==> src/rtl/tdc_pkg.sv <==
package tdc_pkg;
  localparam int unsigned NPH    = 8;
  localparam int unsigned FINE_W = 3;
  localparam int unsigned SAMP_W = NPH / 2;

  typedef struct packed {
    logic              hit;
    logic              dbl;
    logic [FINE_W-1:0] fine;
  } edge_res_t;
endpackage

==> src/rtl/tdc_phase_align.sv <==
module tdc_phase_align
  import tdc_pkg::*;
(
  input  logic              clk_i,
  input  logic              rst_ni,
  input  logic [SAMP_W-1:0] a_i,
  input  logic [SAMP_W-1:0] b_i,
  output logic [NPH-1:0]    ph_o,
  output logic              prv_o
);
  logic [NPH-1:0] ord;
  logic [NPH-1:0] ph_q;
  logic           prv_q;

  // true path on odd phases, complemented path on even phases
  always_comb begin
    ord = '0;
    for (int j = 0; j < int'(SAMP_W); j++) begin
      ord[2*j+1]         = a_i[j];
      ord[(2*j+2) % NPH] = ~b_i[j];
    end
  end

  // reset to "high" so a hit present at reset release is not an edge
  always_ff @(posedge clk_i or negedge rst_ni) begin
    if (!rst_ni) begin
      ph_q  <= '1;
      prv_q <= 1'b1;
    end else begin
      ph_q  <= ord;
      prv_q <= ph_q[NPH-1];
    end
  end

  assign ph_o  = ph_q;
  assign prv_o = prv_q;
endmodule

==> src/rtl/tdc_edge_find.sv <==
module tdc_edge_find
  import tdc_pkg::*;
(
  input  logic [NPH-1:0] ph_i,
  input  logic           prv_i,
  output edge_res_t      res_o
);
  logic [NPH+1:0] ext;
  logic [NPH-1:0] rise;
  logic [NPH-1:0] qual;
  edge_res_t      res;

  // padding 1 above the window lets a last-phase step qualify alone
  assign ext = {1'b1, ph_i, prv_i};

  always_comb begin
    for (int k = 0; k < int'(NPH); k++) begin
      rise[k] = !ext[k] && ext[k+1];
      qual[k] = rise[k] && ext[k+2];
    end
  end

  always_comb begin
    res = '0;
    for (int k = int'(NPH) - 1; k >= 0; k--) begin
      if (qual[k]) begin
        res.hit  = 1'b1;
        res.fine = FINE_W'(k);
      end
    end
    for (int k = 0; k < int'(NPH); k++) begin
      if (res.hit && rise[k] && (k > int'(res.fine))) res.dbl = 1'b1;
    end
  end

  assign res_o = res;
endmodule

==> src/rtl/tdc_coarse_ctr.sv <==
module tdc_coarse_ctr #(
  parameter int unsigned CW = 24
) (
  input  logic          clk_i,
  input  logic          rst_ni,
  output logic [CW-1:0] cnt_o,
  output logic          max_o
);
  logic [CW-1:0] cnt_q;

  always_ff @(posedge clk_i or negedge rst_ni) begin
    if (!rst_ni) cnt_q <= '0;
    else         cnt_q <= cnt_q + 1'b1;
  end

  assign cnt_o = cnt_q;
  assign max_o = &cnt_q;
endmodule

==> src/rtl/tdc_enc_top.sv <==
module tdc_enc_top
  import tdc_pkg::*;
#(
  parameter  int unsigned NCH = 2,
  parameter  int unsigned CW  = 24,
  localparam int unsigned TSW = CW + FINE_W
) (
  input  logic                  clk_i,
  input  logic                  rst_ni,
  input  logic [NCH*SAMP_W-1:0] samp_a_i,
  input  logic [NCH*SAMP_W-1:0] samp_b_i,
  output logic [NCH-1:0]        valid_o,
  output logic [NCH*TSW-1:0]    ts_o,
  output logic [NCH-1:0]        dbl_o,
  output logic                  wrap_o
);
  logic [CW-1:0]                cnt_q;
  logic                         cnt_max;
  logic [CW-1:0]                cnt_s1;
  logic                         wrap_s1;
  logic                         wrap_q;
  logic [NCH-1:0][NPH-1:0]      ph_q;
  logic [NCH-1:0]               prv_q;
  edge_res_t [NCH-1:0]          res;
  logic [NCH-1:0]               valid_q;
  logic [NCH-1:0]               dbl_q;
  logic [NCH-1:0][TSW-1:0]      ts_q;

  tdc_coarse_ctr #(.CW(CW)) u_ctr (
    .clk_i (clk_i),
    .rst_ni(rst_ni),
    .cnt_o (cnt_q),
    .max_o (cnt_max)
  );

  for (genvar c = 0; c < NCH; c++) begin : g_ch
    tdc_phase_align u_align (
      .clk_i (clk_i),
      .rst_ni(rst_ni),
      .a_i   (samp_a_i[c*SAMP_W +: SAMP_W]),
      .b_i   (samp_b_i[c*SAMP_W +: SAMP_W]),
      .ph_o  (ph_q[c]),
      .prv_o (prv_q[c])
    );

    tdc_edge_find u_find (
      .ph_i (ph_q[c]),
      .prv_i(prv_q[c]),
      .res_o(res[c])
    );
  end

  // coarse stamp follows the samples through the align register
  always_ff @(posedge clk_i or negedge rst_ni) begin
    if (!rst_ni) begin
      cnt_s1  <= '0;
      wrap_s1 <= 1'b0;
      wrap_q  <= 1'b0;
      valid_q <= '0;
      dbl_q   <= '0;
      ts_q    <= '0;
    end else begin
      cnt_s1  <= cnt_q;
      wrap_s1 <= cnt_max;
      wrap_q  <= wrap_s1;
      for (int c = 0; c < int'(NCH); c++) begin
        valid_q[c] <= res[c].hit;
        dbl_q[c]   <= res[c].hit && res[c].dbl;
        ts_q[c]    <= res[c].hit ? {cnt_s1, res[c].fine} : '0;
      end
    end
  end

  assign valid_o = valid_q;
  assign dbl_o   = dbl_q;
  assign ts_o    = ts_q;
  assign wrap_o  = wrap_q;
endmodule

==> config.mk <==
export PLATFORM = sky130hd
export DESIGN_NAME = tdc_enc_top
export DESIGN_NICKNAME = d
export VERILOG_FILES = /design/src/rtl/tdc_pkg.sv /design/src/rtl/tdc_phase_align.sv /design/src/rtl/tdc_edge_find.sv /design/src/rtl/tdc_coarse_ctr.sv /design/src/rtl/tdc_enc_top.sv
export SDC_FILE = /design/constraint.sdc
export NUM_CORES = 1
export LEC_CHECK = 0
export CAP_MARGIN = 15
export CORE_MARGIN = 1
export CORE_UTILIZATION = 56
export CTS_CLUSTER_SIZE = 24
export DETAILED_ROUTE_END_ITERATION = 10
export PLACE_DENSITY = 0.83
export SLEW_MARGIN = 5
export SYNTH_ARGS = -nofsm -noshare
export SYNTH_HDL_FRONTEND = slang
export SYNTH_HIERARCHICAL = 1
export SYNTH_SLANG_ARGS = --single-unit
export TNS_END_PERCENT = 5
==> constraint.sdc <==
create_clock -name clk_i -period 2.6 [get_ports clk_i]
set_input_delay 0.52 -clock clk_i [delete_from_list [all_inputs] [get_ports clk_i]]
set_output_delay 0.52 -clock clk_i [all_outputs]
set_load 0.05 [all_outputs]
After elaboration in Yosys (flattened, before gate mapping)

Cells that the tools add are included.
Widths: inputs -> output; s select.

Multiplexer cells: 48
Add/sub/neg operators: 1
Bitwise logic cells: 8
Reductions and logical operators: 77
Magnitude comparators: 14

Operators with widths:

| operator              | number |
|---|---|
| $logic_and 1x1->1     | 60 |
| $mux 27               | 2 |
| $mux 3                | 16 |
| $mux 1                | 30 |
| $add 24x1->24 const B | 1 |
| $gt 3x3->1 const A    | 8 |
| $reduce_and 24->1     | 1 |
| $logic_not 1->1       | 16 |
| $gt 2x3->1 const A    | 4 |
| $not 1->1             | 8 |
| $gt 1x3->1 const A    | 2 |

Logic and storage cells: 160
Bits of input ports: 18
Flip-flop bits (word level): 126

Depth between registers and ports, before layout

Depth in word-level cells: 20
Depth in mapped cells: 6
Mapped depth without buffers: 5

Hierarchy

The synthesis kept the hierarchy.

Modules (own cells, without submodules):

| module          | area each (um^2) | times used | cells an instance |
|---|---|---|---|
| tdc_enc_top     | 2513.7           | 1          | 144 |
| tdc_coarse_ctr  | 1079.8           | 1          | 91 |
| tdc_edge_find   | 259.0            | 2          | 44 |
| tdc_phase_align | 251.5            | 2          | 13 |

Worst setup path after synthesis

No wires, ideal clock.

Path kind: register -> register
From: reg g_ch[0].u_align.ph_q[3]
To: reg ts_q, in the netlist ts_o[11]
Stages on the path, launching flop included: 7
Data arrival time: 1.531 ns
Clock period less this slack: 1.651 ns
Setup slack: 0.949 ns
Path buffers: 1
Cell sequence: dfstp_2 > and2b_4 > o21a_1 > nor2_1 > nand2_1 > buf_6 > and2_2

RTL lines:

| item                           | RTL line              | text |
|---|---|---|
| start: declaration             | tdc_phase_align.sv:12 | `logic [NPH-1:0] ph_q;` |
| start signal: assignment       | tdc_phase_align.sv:30 | `ph_q <= ord;` |
| end signal: indexed assignment | tdc_enc_top.sv:69     | `ts_q[c] <= res[c].hit ? {cnt_s1, res[c].fine} : '0;` |
| end: declaration               | tdc_enc_top.sv:27     | `logic [NCH-1:0][TSW-1:0] ts_q;` |

Final worst setup path

From: reg ts_q, in the netlist ts_o[48]
To: out ts_o[48]

RTL lines:

| item             | RTL line          | text |
|---|---|---|
| end: declaration | tdc_enc_top.sv:13 | `output logic [NCH*TSW-1:0] ts_o,` |

No word-level cell between the ends.

==> summary.md <==
| Metric | Value |
|---|---|
| Status | `completed` |
| Synthesized area per cell | `13.2 µm²` |
| Htree depth | `4` |
| Vias | `between 2000 and 3000` |
| EDFF count, synth | `0` |
| Vias in the first global route | `slightly above 3000` |
| Overall Global Routing Usage | `24.8%` |
| Post-CTS Setup Bufs | `0` |
| Max FO, Critical Path | `1` |
| Worst skew pair latency | `about 500 ps` |
| CTS-repair resized insts | `0` |
| Minimum clock period | `2210 ps` |
| Filler cell count | `around 460` |
| Startpoint types | `flip-flop` |
| Hold crit path type | `primary input to asynchronous set/reset pin` |
| Max-slew violation count | `0` |
| First drt pass iteration count | `5` |
| Worst setup EP type | `primary output` |
| Worst Tran Pin Value | `~600 ps` |
| Worst path max stage delay | `~840 ps` |
| Post-DRT Antenna Nets | `0` |
| Arr. time, crit path | `1690 ps` |
| Syn. warnings | `6` |
| Pre-CTS setup slack | `854 ps` |
| Post-route cell area | `around 0.0060 mm²` |
| Overflow after GRT | `0` |
| P&R area growth vs syn | `30.8%` |
| Die area | `~0.0086 mm²` |
| Fmax | `~0.45 GHz` |
| Finished Core Util | `between 70% and 80%` |
| Number of DRC markers in iteration 0 | `216` |
| Largest net degree at the start of global routing | `a little under 80` |
| CP Cell Sequence | `clkdlybuf4s50_1` |
| Total Neg Setup Slack | `0 ps` |
| Initial antenna violation count | `0` |
| Core box area | `between 0.007 and 0.008 mm²` |
| Clock Skew | `between 5 and 6 ps` |
| CTS buffer count | `17` |
| Rows | `32` |
| Critical path type | `flip-flop to primary output` |
| PnR worst setup slack | `385 ps` |
| Fin. Hold Viols | `0` |
| WL final | `about 9.5 mm` |
| Port buffer count | `between 70 and 80` |
| Peak supply drop | `0.000515 V` |
| WP data required | `~2100 ps` |
| FF+latch count, synth | `around 130` |
| Register area share after synthesis | `approximately 69%` |
| Post-synth net total | `368` |
| Die height | `approximately 93 µm` |
| Leak | `2.78 nW` |
| Antenna cell count | `0` |
| First-pass GRT wire length | `between 15 and 20 mm` |
| Final Setup Violations | `0` |
| Placed Cells | `525` |
| Reg-to-Reg End | `ts_o[15]` |
| Most used flip-flop cell after synthesis | `dfrtp_1` |
| WP buf/inv | `1` |
| Crit path depth | `1` |
| Layout cell share with drive strength beyond 1 | `around 16%` |
| # clock sinks | `126` |
| # hold bufs at CTS | `0` |
| Max_cap viols | `0` |
| Netlist Area Pre-Place | `~0.0046 mm²` |
| Clock buffer depth | `2` |
| Root Buffer Master | `clkbuf_8` |
| Crit share post-route | `about 85%` |
| Critical-path top delay cell | `clkdlybuf4s50_1` |
| CTS tree | `done` |
| Cell Count, Final, Fillers Out | `between 500 and 600` |
| Vias/cell | `5.30` |
| Average wire per standard cell | `17.1 µm` |
| Die width | `between 90 and 100 µm` |
| Number of remaining DRC errors | `0` |
| HPWL after DPL | `between 5 and 6 mm` |
| Critical Path End | `ts_o[48]` |
| Mapped Cells | `~350` |
| Tot Pwr | `around 4.6 mW` |
| Clock-pin slew on the worst setup and hold paths | `about 50 ps` |
| Placed Instance Area | `0.00549 mm²` |
| Pwr dens | `about 760 mW/mm²` |
| RSZ-0062 raised after global routing | `false` |
| Hold slack | `between 15 and 20 ps` |
| Worst reg-to-reg setup slack | `approximately 760 ps` |
| Initial Util | `58.8%` |
| GPL Wtd Cong | `a little over 0.9` |
| Crit path max-delay family | `buffers and inverters` |
| Post-synth cell types | `35` |
| Worst R2R Path Depth | `6` |
| Slew headroom | `roughly three fifths` |
| IO Pins | `77` |
| Reg-to-reg startpoint | `g_ch[0].u_align/ph_o[3]` |
| Nets | `between 400 and 500` |
| Async SR Flop Fraction | `100%` |
| CP Launch Point | `ts_o[48]` |
final cells by class:
cell class              count  area [µm²]  area share (%)
clock buffers              26         488            8.08
flip-flops and latches    126        3180            52.6
multi-input cells         202        1330            22.0
well taps                 102         128            2.11
repair buffers             81         808            13.4
clock inverters             6        57.6           0.954
inverters                  14        52.6           0.871
kinds of logic after synthesis:
kind of cell / after synthesis / share of synthesized area [%]
simple gates: 141 / 18.8
flops: 126 / 68.8
compound gates: 38 / 5.48
xor+xnor: 22 / 4.18
buf+inv: 21 / 2.44
fa+ha+maj: 1 / 0.271
state kept, by name, summed over array words and instances, names as in the netlist:
name,flops
wrap_o,1
wrap_s1,1
dbl_o,2
u_ctr/cnt_o,24
g_ch.u_align/ph_o,16
ts_o,54
valid_o,2
g_ch.u_align/prv_o,2
cnt_s1,24
synthesized netlist by cell type, types with 6 or more instances:
cell        n  area (µm²)
xnor2_1    17         149
nor2_1     12        45.0
dfstp_2    18         473
a21oi_1    10        50.1
nor2b_1     6        37.5
and2_2     13        97.6
dfrtp_1   108        2700
nand4_1     6        37.5
inv_1      14        52.6
o21ai_0    14        70.1
nand3b_1    6        45.0
and2_1     45         282
nand2_1    17        63.8
nand3_1    16        80.1
power by group:
| group | total [mW] | switching (mW) | internal (mW) |
|---|---|---|---|
| Sequential | 2.05 | 0.0334 | 2.02 |
| Clock | 2.14 | 0.777 | 1.36 |
| Combinational | 0.368 | 0.238 | 0.130 |
| Total | 4.56 | 1.05 | 3.51 |
worst min-delay path by stage:
stage / from / endpoint / slack [ps] / depth (start not counted)
floorplan: rst_ni / cnt_s1[0] / 220 / 0
global placement: wrap_s1 / wrap_o / 370 / 0
detailed placement: wrap_s1 / wrap_o / 380 / 0
CTS: rst_ni / ts_o[9] / 30 / 2
global route: rst_ni / ts_o[9] / 40 / 2
finish: rst_ni / ts_o[36] / 20 / 2
layout by cell type, fill, tap and decap left out, drive strengths merged, types with 6 or more instances in the layout:
master and n:
o21ai 14, nand4 7, dfrtp 108, nor2 12
clkbuf 26, and2 58, nor2b 6, nand2 17
a21oi 10, xnor2 17, clkdlybuf4s50 75, buf 6
inv 14, dfstp 18, nand3 16, nand3b 6
per-layer routing:
metal | wire [µm] | track usage [%] | vias up
met4 | 272 | 10.6 | 0
met1 | 3750 | 30.1 | 1472
met5 | 0 | 0 | -
met2 | 5050 | 41.1 | 119
met3 | 433 | 7.47 | 26
li1 | - | - | 1336
Power figures use the tool's default switching activity.
